### config.mk
export PLATFORM = sky130hd
export DESIGN_NAME = pil_mapper
export DESIGN_NICKNAME = d
export VERILOG_FILES = /design/src/rtl/pil_map_pkg.sv /design/src/rtl/pil_ctrl_reg.sv /design/src/rtl/pil_router.sv /design/src/rtl/pil_mapper.sv
export SDC_FILE = /design/constraint.sdc
export NUM_CORES = 1
export LEC_CHECK = 0
export ABC_AREA = 1
export BUFFER_PORTS_ARGS = -buffer_cell sky130_fd_sc_hd__buf_4
export CORE_MARGIN = 2
export CORE_UTILIZATION = 38
export CTS_BUF_LIST = sky130_fd_sc_hd__clkbuf_4
export CTS_CLUSTER_DIAMETER = 80
export DETAILED_ROUTE_END_ITERATION = 12
export PLACE_DENSITY = 0.75
export SLEW_MARGIN = 10
export SYNTH_ARGS = -nofsm -noshare
export SYNTH_HDL_FRONTEND = slang
export SYNTH_SLANG_ARGS = --single-unit
### constraint.sdc
create_clock -name clk -period 0.8 [get_ports clk]
set_clock_uncertainty 0.05 [all_clocks]
set_input_delay 0.08 -clock clk [delete_from_list [all_inputs] [get_ports clk]]
set_output_delay 0.08 -clock clk [all_outputs]
set_load 0.01 [all_outputs]
### src/rtl/pil_map_pkg.sv
package pil_map_pkg;
    localparam int NUM_IRQ = 8;
    localparam int NUM_PIL = 16;
    localparam int LVL_W   = $clog2(NUM_PIL);
    localparam int REG_W   = 8;
    localparam int EN_BIT  = 0;
    localparam logic [REG_W-1:0] WR_KEEP   = 8'hBF;
    localparam logic [REG_W-1:0] CTRL_INIT = 8'h01;

    // destination level per input; 0 means the input is unused
    function automatic logic [LVL_W-1:0] level_of(input int idx);
        logic [LVL_W-1:0] lvl;
        unique case (idx)
            1:       lvl = 4'd1;
            2:       lvl = 4'd4;
            3:       lvl = 4'd6;
            4:       lvl = 4'd8;
            5:       lvl = 4'd10;
            7:       lvl = 4'd14;
            default: lvl = 4'd0;
        endcase
        return lvl;
    endfunction

    // set of lines that any live input can reach
    function automatic logic [NUM_PIL-1:0] reachable_lines();
        logic [NUM_PIL-1:0] m;
        m = '0;
        for (int i = 0; i < NUM_IRQ; i++) begin
            if (level_of(i) != '0) m[level_of(i)] = 1'b1;
        end
        return m;
    endfunction
endpackage

### src/rtl/pil_ctrl_reg.sv
module pil_ctrl_reg
    import pil_map_pkg::*;
(
    input  logic             clk,
    input  logic             rst_n,
    input  logic             sel,
    input  logic             wr,
    input  logic             rd,
    input  logic [REG_W-1:0] wdata,
    output logic [REG_W-1:0] rdata,
    output logic             en_now,
    output logic             en_next
);
    logic [REG_W-1:0] ctrl_q;
    logic             wr_hit;
    logic             rd_hit;

    assign wr_hit = sel && wr;
    assign rd_hit = sel && rd;

    always_ff @(posedge clk) begin
        if (!rst_n) begin
            ctrl_q <= CTRL_INIT;
        end else if (wr_hit) begin
            ctrl_q <= wdata & WR_KEEP;
        end
    end

    always_ff @(posedge clk) begin
        if (!rst_n) begin
            rdata <= '0;
        end else begin
            rdata <= rd_hit ? ctrl_q : '0;
        end
    end

    assign en_now  = ctrl_q[EN_BIT];
    assign en_next = wr_hit ? wdata[EN_BIT] : ctrl_q[EN_BIT];
endmodule

### src/rtl/pil_router.sv
module pil_router
    import pil_map_pkg::*;
(
    input  logic               clk,
    input  logic               rst_n,
    input  logic [NUM_IRQ-1:0] irq_in,
    input  logic               en_next,
    output logic [NUM_PIL-1:0] pil_q
);
    localparam logic [NUM_PIL-1:0] ONE = {{(NUM_PIL-1){1'b0}}, 1'b1};

    logic [NUM_PIL-1:0] contrib [NUM_IRQ];
    logic [NUM_PIL-1:0] merged;

    for (genvar g = 0; g < NUM_IRQ; g++) begin : g_in
        localparam logic [LVL_W-1:0] LVL = level_of(g);
        if (LVL != '0) begin : g_live
            assign contrib[g] = irq_in[g] ? (ONE << LVL) : '0;
        end else begin : g_dead
            assign contrib[g] = '0;
        end
    end

    always_comb begin
        merged = '0;
        for (int i = 0; i < NUM_IRQ; i++) begin
            merged = merged | contrib[i];
        end
    end

    always_ff @(posedge clk) begin
        if (!rst_n) begin
            pil_q <= '0;
        end else begin
            pil_q <= en_next ? merged : '0;
        end
    end
endmodule

### src/rtl/pil_mapper.sv
module pil_mapper
    import pil_map_pkg::*;
(
    input  logic               clk,
    input  logic               rst_n,
    input  logic [NUM_IRQ-1:0] irq_in,
    input  logic               reg_sel,
    input  logic               reg_wr,
    input  logic               reg_rd,
    input  logic [REG_W-1:0]   reg_wdata,
    output logic [REG_W-1:0]   reg_rdata,
    output logic [NUM_PIL-1:0] pil_out
);
    localparam logic [NUM_PIL-1:0] REACH = reachable_lines();

    logic en_now;
    logic en_next;

    pil_ctrl_reg u_ctrl (
        .clk     (clk),
        .rst_n   (rst_n),
        .sel     (reg_sel),
        .wr      (reg_wr),
        .rd      (reg_rd),
        .wdata   (reg_wdata),
        .rdata   (reg_rdata),
        .en_now  (en_now),
        .en_next (en_next)
    );

    pil_router u_route (
        .clk     (clk),
        .rst_n   (rst_n),
        .irq_in  (irq_in),
        .en_next (en_next),
        .pil_q   (pil_out)
    );

    AST_RD_BIT6_ZERO: assert property (@(posedge clk) disable iff (!rst_n)
        reg_rdata[6] == 1'b0);
    AST_RD_IDLE_ZERO: assert property (@(posedge clk) disable iff (!rst_n)
        !(reg_sel && reg_rd) |=> reg_rdata == '0);
    AST_ONLY_REACHABLE: assert property (@(posedge clk) disable iff (!rst_n)
        (pil_out & ~REACH) == '0);
    AST_DISABLE_GATES: assert property (@(posedge clk) disable iff (!rst_n)
        (reg_sel && reg_wr && !reg_wdata[EN_BIT]) |=> pil_out == '0);
    AST_TOP_INPUT_LATENCY: assert property (@(posedge clk) disable iff (!rst_n)
        (irq_in[7] && en_now && !(reg_sel && reg_wr)) |=> pil_out[14]);
    AST_LEVEL_DROP: assert property (@(posedge clk) disable iff (!rst_n)
        !irq_in[1] |=> !pil_out[1]);
endmodule

==> run metrics, run 1 <==
Initial DRC Count 2; Routed wire per std cell 10.1 µm; layout cells sized above 1 45.0%; Finished Layout Cells 154; Slew Limit Fails 0; GR Overflow Total 0; antenna diode count 0; reg-to-reg endpoint u_ctrl.ctrl_q[0]$_SDFFE_PN1P_; # clock sinks 20; largest net degree at the start of global routing 11; Skew-Pair Late Insertion Delay 280 ps; Critical Path Start u_route.pil_q[4]$_SDFF_PN0_; Initial Utilization 41.0%; Critical R2R Launch u_ctrl.ctrl_q[0]$_SDFFE_PN1P_; most frequent cells in the layout nor2_1 (21), buf_4 (17), dfxtp_2 (14); Fin. Hold Viols 0; total core area 1750 µm²; critical path depth in cells 1; Startpoint Class flip-flop; TritonRoute pass-1 iters 2; Crit path buffers/inverters 1; VDD IR-drop max 0.948 mV; highest clock rate 1.15 GHz; leakage power 0.561 nW; Avg Inst Size Synth 8.52 µm²; Seq/Total Area, Yosys 55.9%; CTS clk-pin slew, worst paths 100 ps; Post-Syn Area 716 µm²; PnR worst setup slack -67.9 ps; setup violators final 16; hold slack 44.0 ps; H-tree levels 1; area of the multi-input gates 233 µm²; Distinct cells, synth 12; maxcap violations 0; Placement Cell Area 927 µm²; fin nets 152; crit path capture pil_out[4]; CTS Buffer Depth 2; Die Wd 47.4 µm; die height 47.4 µm; Residual DRC 0; post-detail-place hpwl 1.00 mm; vias in the first global route 519; GRT Resource Usage Total 13.9%; Total Wirelength 1.55 mm; CTS tree yes; Worst Hold Class input port to flip-flop; Clk Tree Root Cell clkbuf_4; clock period minus worst slack 868 ps; antenna-violating nets left 0; synth warn 0; IO Count 45; first-pass GRT wire length 2.13 mm; RSZ-0062 raised after global routing true; FP Rows 15; worst path cell trace buf_6; design area 1160 µm²; FF-to-FF setup slack -10 ps; synthesis-to-finish area growth 62.8%; pwr/cell area 1570 nW/µm²; Worst setup EP type output port; Final Wtd Congestion 0.742; crit path max fanout 1; Tcrit/Tclk final 108%; total CTS buffers 3; Vias/cell 4.14; die area 2250 µm²; post-CTS setup buffer count 0; CP max stage delay 340 ps; status finished, violations left; pre-CTS WS 39.0 ps; failing checks negative setup slack; register area 418 µm²; Cells after Synth 84; IO buf count 30; Reg2Reg Depth 4; worst setup path class flip-flop to output port; CP max-delay cell dfxtp_2; Fill cells 144; Largest delay share family, worst path flip-flops; Cell Count Post-Placement 138; initial antenna violation count 0; Req. time, crit path 670 ps; commonest non-fill, non-tap cell in the layout nor2_1; Data arrival, critical path 740 ps; via count 637; synthesis-stage register bit count 20
cell type report:
type / count / share of cell area (%)
timing repair buffer: 43 / 34.7
multi-input combinational: 48 / 20.0
clock buffer: 3 / 1.93
sequential: 20 / 35.9
tap: 25 / 2.69
inverter: 15 / 4.83
logic make-up after synthesis:
family                 after synthesis  synth area share, %
buffers and inverters               26                 19.4
flip-flops                          20                 55.9
AO/OA/AOI/OAI                        6                 4.20
AND/OR/NAND/NOR                     31                 19.9
other                                1                0.524
report_power, final:
part	internal, mW	switching, mW
sequential	1.05	0.0221
combinational	0.175	0.150
clock	0.174	0.263
total	1.40	0.435
per-layer routing:
layer	vias to the layer above	share of wire (%)	routed length, µm	GRT usage [%]
met5	-	0	0	0
met4	0	3.1	48	8.33
met3	6	5.2	81	2.69
met2	24	56	874	24.3
met1	291	35	548	15.2
li1	316	-	-	-
registers in the layout, summed over array words and instances (netlist names):
register / count
u_ctrl.ctrl_q: 7
u_ctrl.rdata: 7
u_route.pil_q: 6
what timing repair did:
action,4_1_cts,5_1_grt
gates resized for setup,19,20
endpoints found under the hold margin,13,0
pin swaps,0,3
cloned,0,0
endpoints found under the setup margin,13,25
hold buffers,13,0
Yosys cell counts:
| cell type | number | share of area (%) |
|---|---|---|
| inv_2 | 1 | 0.52 |
| nand2_1 | 1 | 0.52 |
| nand3_1 | 1 | 0.70 |
| nand3_2 | 1 | 1.4 |
| nand2_2 | 2 | 1.7 |
| nand3_4 | 1 | 2.4 |
| conb_1 | 1 | 0.52 |
| dfxtp_1 | 20 | 56 |
| o21ai_0 | 6 | 4.2 |
| nor2_1 | 25 | 13 |
| buf_4 | 11 | 12 |
| inv_1 | 14 | 7.3 |
worst min-delay path by stage:
stage	start	end	slack, ps	cells past startpoint
CTS	rst_n	u_ctrl.ctrl_q[4]$_SDFFE_PN0P_	20	3
global route	rst_n	u_ctrl.ctrl_q[3]$_SDFFE_PN0P_	50	3
detailed placement	irq_in[2]	u_route.pil_q[4]$_SDFF_PN0_	250	3
floorplan	rst_n	u_ctrl.ctrl_q[0]$_SDFFE_PN1P_	100	1
finish	rst_n	u_ctrl.ctrl_q[5]$_SDFFE_PN0P_	40	3
global placement	irq_in[4]	u_route.pil_q[8]$_SDFF_PN0_	240	3
through the flow:
step,power (mW),utilization [%],setup TNS (ps)
after floorplan,1.23,-,0
after global placement,1.31,53.1,0
after detailed placement,1.32,53.1,0
after CTS,1.85,65.1,-902
after global routing,1.92,66.7,-1210
final,1.83,66.7,-664
No activity file was read; power rests on OpenSTA's default activity.
==> run 2, diff against run 1 <==
--- a/config.mk
+++ b/config.mk
@@ -5,14 +5,14 @@
 export SDC_FILE = /design/constraint.sdc
 export NUM_CORES = 1
 export LEC_CHECK = 0
-export ABC_AREA = 1
+export ABC_AREA = 0
 export BUFFER_PORTS_ARGS = -buffer_cell sky130_fd_sc_hd__buf_4
 export CORE_MARGIN = 2
-export CORE_UTILIZATION = 38
+export CORE_UTILIZATION = 40
 export CTS_BUF_LIST = sky130_fd_sc_hd__clkbuf_4
 export CTS_CLUSTER_DIAMETER = 80
 export DETAILED_ROUTE_END_ITERATION = 12
-export PLACE_DENSITY = 0.75
+export PLACE_DENSITY = 0.76
 export SLEW_MARGIN = 10
 export SYNTH_ARGS = -nofsm -noshare
 export SYNTH_HDL_FRONTEND = slang
==> run metrics, run 2 <==
Crit path buffers/inverters 1 (unchanged); Largest delay share family, worst path flip-flops; antenna diode count 0 (unchanged); commonest cells in the netlist dfxtp_1 (20), buf_4 (11), and2_1 (7), and3_1 (7); total CTS buffers 3 (unchanged); CP max-delay cell dfxtp_2; PnR worst setup slack -60.0 ps (+7.87 ps); total core area 1920 µm² (+10%); via count 607 (-4.7%); Total Wirelength 1.43 mm (-7.9%); CTS clk-pin slew, worst paths 100 ps (about the same); failing checks negative setup slack; Clk network pwr share 24.8% (+1.0 points); first-pass GRT wire length 2.53 mm (+19%); Total Power 1.80 mW (-1.6%); Tcrit/Tclk final 107% (-0.98 points); vias in the first global route 614 (+18%); Final Wtd Congestion 0.683 (-8.0%); RSZ-0062 raised after global routing true; maxcap violations 0 (unchanged); Distinct cells, synth 15 (+3); Routed wire per std cell 10.2 µm (+1.3%); antenna-violating nets left 0 (unchanged); die height 48.9 µm (+3.1%); Regs by FF count u_ctrl.ctrl_q x7, u_ctrl.rdata x7, u_route.pil_q x6; Flop pwr share 58.6% (+0.2 points); Data arrival, critical path 730 ps (about the same); area leader, netlist dfxtp_1; net switching power 0.421 mW (-3.3%); crit path max fanout 1 (unchanged); initial antenna violation count 0 (unchanged); setup violators final 19 (+3); CTS tree yes; commonest non-fill, non-tap cell in the layout buf_4; Clk Tree Root Cell clkbuf_4; Comb power frac 16.6% (-1.2 points); FFs w/ async S/R, synth 0% (unchanged); VDD IR-drop max 1.09 mV (+15%); Worst Hold Class input port to flip-flop; fin nets 136 (-11%); highest clock rate 1.16 GHz (+0.92%); internal power 1.38 mW (-1.1%); Seq/Total Area, Yosys 49.7% (-6.3 points); pwr/cell area 1550 nW/µm² (-1.3%); synth warn 0 (unchanged); # clock sinks 20 (unchanged); Fin. Hold Viols 0 (unchanged); worst path cell trace buf_6; Post-Syn Area 806 µm² (+13%); top cell type's share of synthesized area 49.7% (-6.3 points); Slew Limit Fails 0 (unchanged); GR Overflow Total 0 (unchanged); top cells by area, synth dfxtp_1 (50%), buf_4 (10%), a21oi_2 (6.5%); layout cells sized above 1 51.3% (+6.4 points); Cells after Synth 76 (-9.5%); Skew-Pair Late Insertion Delay 290 ps (about the same); TritonRoute pass-1 iters 4 (+2); die area 2390 µm² (+6.4%); final core utilization 60.4% (-6.3 points); Req. time, crit path 670 ps (about the same); Initial DRC Count 3 (+1); IO buf count 30 (unchanged); post-CTS setup buffer count 0 (unchanged); Vias/cell 4.34 (+4.8%); most frequent cell after synthesis dfxtp_1; FP Rows 16 (+1); CP max stage delay 330 ps (about the same); H-tree levels 1 (unchanged); most frequent cells in the layout buf_4 (19), dfxtp_2 (14), buf_6 (13); Startpoint Class flip-flop; Fill cells 190 (+32%); Die Wd 48.9 µm (+3.1%); worst setup path class flip-flop to output port; largest net degree at the start of global routing 16 (+5); Initial Utilization 41.9% (+0.92 points); post-detail-place hpwl 983 µm (-1.8%); leakage power 0.538 nW (-4.1%); synthesis-to-finish area growth 44.1%; GRT Resource Usage Total 13.4% (-0.45 points); CTS Buffer Depth 2 (unchanged); clock period minus worst slack 860 ps (-7.87 ps); switch share 23.3% (-0.40 points); IO Count 45 (unchanged); synthesis-stage register bit count 20 (unchanged); Avg Inst Size Synth 10.6 µm² (+24%); Worst setup EP type output port; status finished, violations left; Residual DRC 0 (unchanged); sum of negative setup slack -831 ps (-166 ps); Post-synth EDFFs 0 (unchanged); Most used DFF post-synth dfxtp_1
[run 2: through the flow]
step                      hold WS [ps]  instances  area (µm²)  worst slack (ps)
after global routing              68.2        140        1160             -92.5
final                             70.1        140        1160             -60.0
after detailed placement           281        131        1010             -38.3
after CTS                         67.4        140        1150             -68.4
after floorplan                    160         86         843              12.0
after global placement             276        131        1010             -30.1
[run 2: cell families after synthesis]
family	Yosys count	synth area share (%)
AND/OR/NAND/NOR	22	16.5
buffers and inverters	14	13.7
other	1	0.465
flip-flops	20	49.7
AO/OA/AOI/OAI	19	19.7
[run 2: power groups by stage]
stage | Sequential [mW] | Clock, mW | Combinational (mW)
after global placement | 1.07 | 0 | 0.259
after floorplan | 1.08 | 0 | 0.174
final | 1.06 | 0.446 | 0.300
after global routing | 1.06 | 0.493 | 0.325
after detailed placement | 1.07 | 0 | 0.263
after CTS | 1.05 | 0.465 | 0.301
[run 2: path summary, 6_finish.rpt]
check	startpoint	end	cells after the start	slack, ps
setup / recovery	u_route.pil_q[14]$_SDFF_PN0_	pil_out[14]	1	-60
hold / removal	reg_wdata[0]	u_route.pil_q[10]$_SDFF_PN0_	3	70
setup reg to reg	u_ctrl.ctrl_q[0]$_SDFFE_PN1P_	u_route.pil_q[1]$_SDFF_PN0_	2	-30
hold reg to reg	u_ctrl.ctrl_q[0]$_SDFFE_PN1P_	u_ctrl.rdata[0]$_SDFF_PN0_	1	410
[run 2: cell type report]
class / instances / area (µm²) / share of cell area, %
Clock buffer: 3 / 22.5 / 1.94
Multi-Input combinational cell: 52 / 338 / 29.1
Sequential cell: 20 / 418 / 36.0
Tap cell: 27 / 33.8 / 2.91
Timing Repair Buffer: 38 / 349 / 30.1
[run 2: what timing repair did]
item	in CTS	in global routing
pin swaps	7	0
hold buffers	6	0
gates resized for setup	19	9
endpoints found under the hold margin	6	0
setup endpoints to repair	20	21
[run 2: metal layers]
metal	global-route usage (%)	up-vias	wire, µm
li1	-	307	-
met1	16.3	268	585
met2	22.1	30	713
met3	2.76	2	116
met4	7.14	0	13
met5	0	-	0
==> run 3, diff against run 2 <==
--- a/config.mk
+++ b/config.mk
@@ -8,11 +8,10 @@
 export ABC_AREA = 0
 export BUFFER_PORTS_ARGS = -buffer_cell sky130_fd_sc_hd__buf_4
 export CORE_MARGIN = 2
-export CORE_UTILIZATION = 40
+export CORE_UTILIZATION = 32
 export CTS_BUF_LIST = sky130_fd_sc_hd__clkbuf_4
 export CTS_CLUSTER_DIAMETER = 80
 export DETAILED_ROUTE_END_ITERATION = 12
-export PLACE_DENSITY = 0.76
 export SLEW_MARGIN = 10
 export SYNTH_ARGS = -nofsm -noshare
 export SYNTH_HDL_FRONTEND = slang
==> run metrics, run 3 (same netlist as run 2, synthesis figures left out) <==
die height 54.2 µm (+11%); VDD IR-drop max 1.04 mV (-4.6%); initial antenna violation count 0 (unchanged); RSZ-0062 raised after global routing true; Clk Tree Root Cell clkbuf_4; synthesis-to-finish area growth 46.0%; die area 2940 µm² (+23%); clock period minus worst slack 872 ps (+12.4 ps); DR WL met3 142 µm (+22%); met2 wire len 730 µm (+2.4%); Startpoint Class flip-flop; WHS Path Cells 3 (unchanged); PnR worst setup slack -72.4 ps (-12.4 ps); design area 1180 µm² (+1.3%); IO buf count 30 (unchanged); register area 418 µm² (unchanged); total CTS buffers 3 (unchanged); Total Power 1.85 mW (+2.4%); commonest non-fill, non-tap cell in the layout buf_4; Crit path buffers/inverters 1 (unchanged); FP Rows 18 (+2); IO Count 45 (unchanged); Reg2Reg Depth 2 (unchanged); CP max-delay cell dfxtp_2; CP max stage delay 330 ps (about the same); Worst Hold Class input port to flip-flop; pwr/cell area 1570 nW/µm² (+1.1%); Worst setup EP type output port; GR Overflow Total 0 (unchanged); Metal-1 WL 641 µm (+9.6%); reg-to-reg endpoint u_route.pil_q[14]$_SDFF_PN0_; vias in the first global route 558 (-9.1%); Req. time, crit path 670 ps (about the same); TritonRoute pass-1 iters 2 (-2); final core utilization 48.4% (-12 points); GRT Resource Usage Total 11.7% (-1.7 points); highest clock rate 1.15 GHz (-1.4%); Initial DRC Count 2 (-1); Die Wd 54.2 µm (+11%); highest routed layer met4; antenna-violating nets left 0 (unchanged); Residual DRC 0 (unchanged); CTS clk-pin slew, worst paths 110 ps (about the same); Comb power frac 16.5% (about the same); post-detail-place hpwl 1.08 mm (+9.5%); Fill cells 243 (+28%); Cell Count Post-Placement 135 (+3.1%); Clk network pwr share 26.2% (+1.4 points); antenna diode count 0 (unchanged); Regs by FF count u_ctrl.ctrl_q x7, u_ctrl.rdata x7, u_route.pil_q x6; CTS Buffer Depth 2 (unchanged); critical path depth in cells 1 (unchanged); Flop pwr share 57.2% (-1.4 points); Routed wire per std cell 10.5 µm (+3.0%); first-pass GRT wire length 2.43 mm (-4.1%); net switching power 0.454 mW (+8.0%); crit path max fanout 1 (unchanged); Critical R2R Launch u_ctrl.ctrl_q[0]$_SDFFE_PN1P_; Largest delay share family, worst path flip-flops; FF-to-FF setup slack -30 ps (about the same); setup violators final 19 (unchanged); Vias/cell 4.26 (-1.9%); failing checks negative setup slack; via count 617 (+1.6%); Total Wirelength 1.52 mm (+6.6%); largest net degree at the start of global routing 15 (-1); maxcap violations 0 (unchanged); worst path cell trace buf_6; H-tree levels 1 (unchanged); Finished Layout Cells 145 (+3.6%); layout cells sized above 1 51.3% (about the same); Tcrit/Tclk final 109% (+1.5 points); Critical Path Start u_ctrl.rdata[4]$_SDFF_PN0_; most frequent cells in the layout buf_4 (20), dfxtp_2 (14), buf_6 (13); Final Wtd Congestion 0.629 (-7.9%); Fin. Hold Viols 0 (unchanged); crit path capture reg_rdata[4]; worst setup path class flip-flop to output port; area of the multi-input gates 338 µm² (unchanged); leakage power 0.545 nW (+1.2%); total core area 2430 µm² (+27%); post-CTS setup buffer count 0 (unchanged); CTS tree yes; Placement Cell Area 1020 µm² (+1.1%); Data arrival, critical path 740 ps (about the same); status finished, violations left; Initial Utilization 33.1% (-8.8 points); # clock sinks 20 (unchanged); Slew Limit Fails 0 (unchanged); Skew-Pair Late Insertion Delay 300 ps (about the same); fin nets 137 (+0.74%); switch share 24.6% (+1.3 points); internal power 1.39 mW (+0.74%)
==> run 3: cell types whose count changed in the layout (fill, tap and decap cells not counted) <==
cell,change
buf_4,+1
clkinv_1,+1
==> run 3: power by group through the flow <==
| stage | Sequential (mW) | Clock (mW) | Combinational, mW |
|---|---|---|---|
| finish | 1.06 | 0.484 | 0.306 |
| floorplan | 1.08 | 0 | 0.174 |
| global route | 1.06 | 0.537 | 0.336 |
| detailed placement | 1.07 | 0 | 0.270 |
| CTS | 1.06 | 0.496 | 0.308 |
| global placement | 1.07 | 0 | 0.266 |
==> run 3: routing by layer <==
layer,GRT usage [%],up-vias
met5,0,-
met4,5.00,0
met3,5.56,2
met2,20.3,28
met1,12.0,275
li1,-,312
==> run 3: worst min-delay path by stage <==
stage / startpoint / endpoint / slack (ps)
after floorplan: rst_n / u_route.pil_q[14]$_SDFF_PN0_ / 160
after global placement: irq_in[5] / u_route.pil_q[10]$_SDFF_PN0_ / 280
after detailed placement: irq_in[4] / u_route.pil_q[8]$_SDFF_PN0_ / 290
after CTS: reg_wdata[4] / u_ctrl.ctrl_q[4]$_SDFFE_PN0P_ / 60
after global routing: reg_wdata[4] / u_ctrl.ctrl_q[4]$_SDFFE_PN0P_ / 50
final: reg_wdata[0] / u_route.pil_q[8]$_SDFF_PN0_ / 60
==> run 3: layout make-up <==
class | count | share of cell area (%)
sequential | 20 | 35.5
timing repair buffer | 39 | 30.3
multi-input combinational | 52 | 28.7
tap | 30 | 3.19
clock buffer | 3 | 1.91
clock inverter | 1 | 0.319
==> run 3: metrics by stage <==
step                      setup TNS, ps  setup slack, ps  hold WS, ps
after floorplan                       0             12.0          160
after global placement             -240            -26.7          280
after detailed placement           -368            -43.4          289
after CTS                         -1170            -82.1         58.4
after global routing              -1680             -110         47.8
final                             -1030            -72.4         64.5
==> run 3: repair_timing <==
item,4_1_cts,5_1_grt
endpoints found under the hold margin,6,0
setup endpoints to repair,20,20
pin swaps,7,0
gates cloned,0,0
hold buffers,6,0
resized for setup,23,5
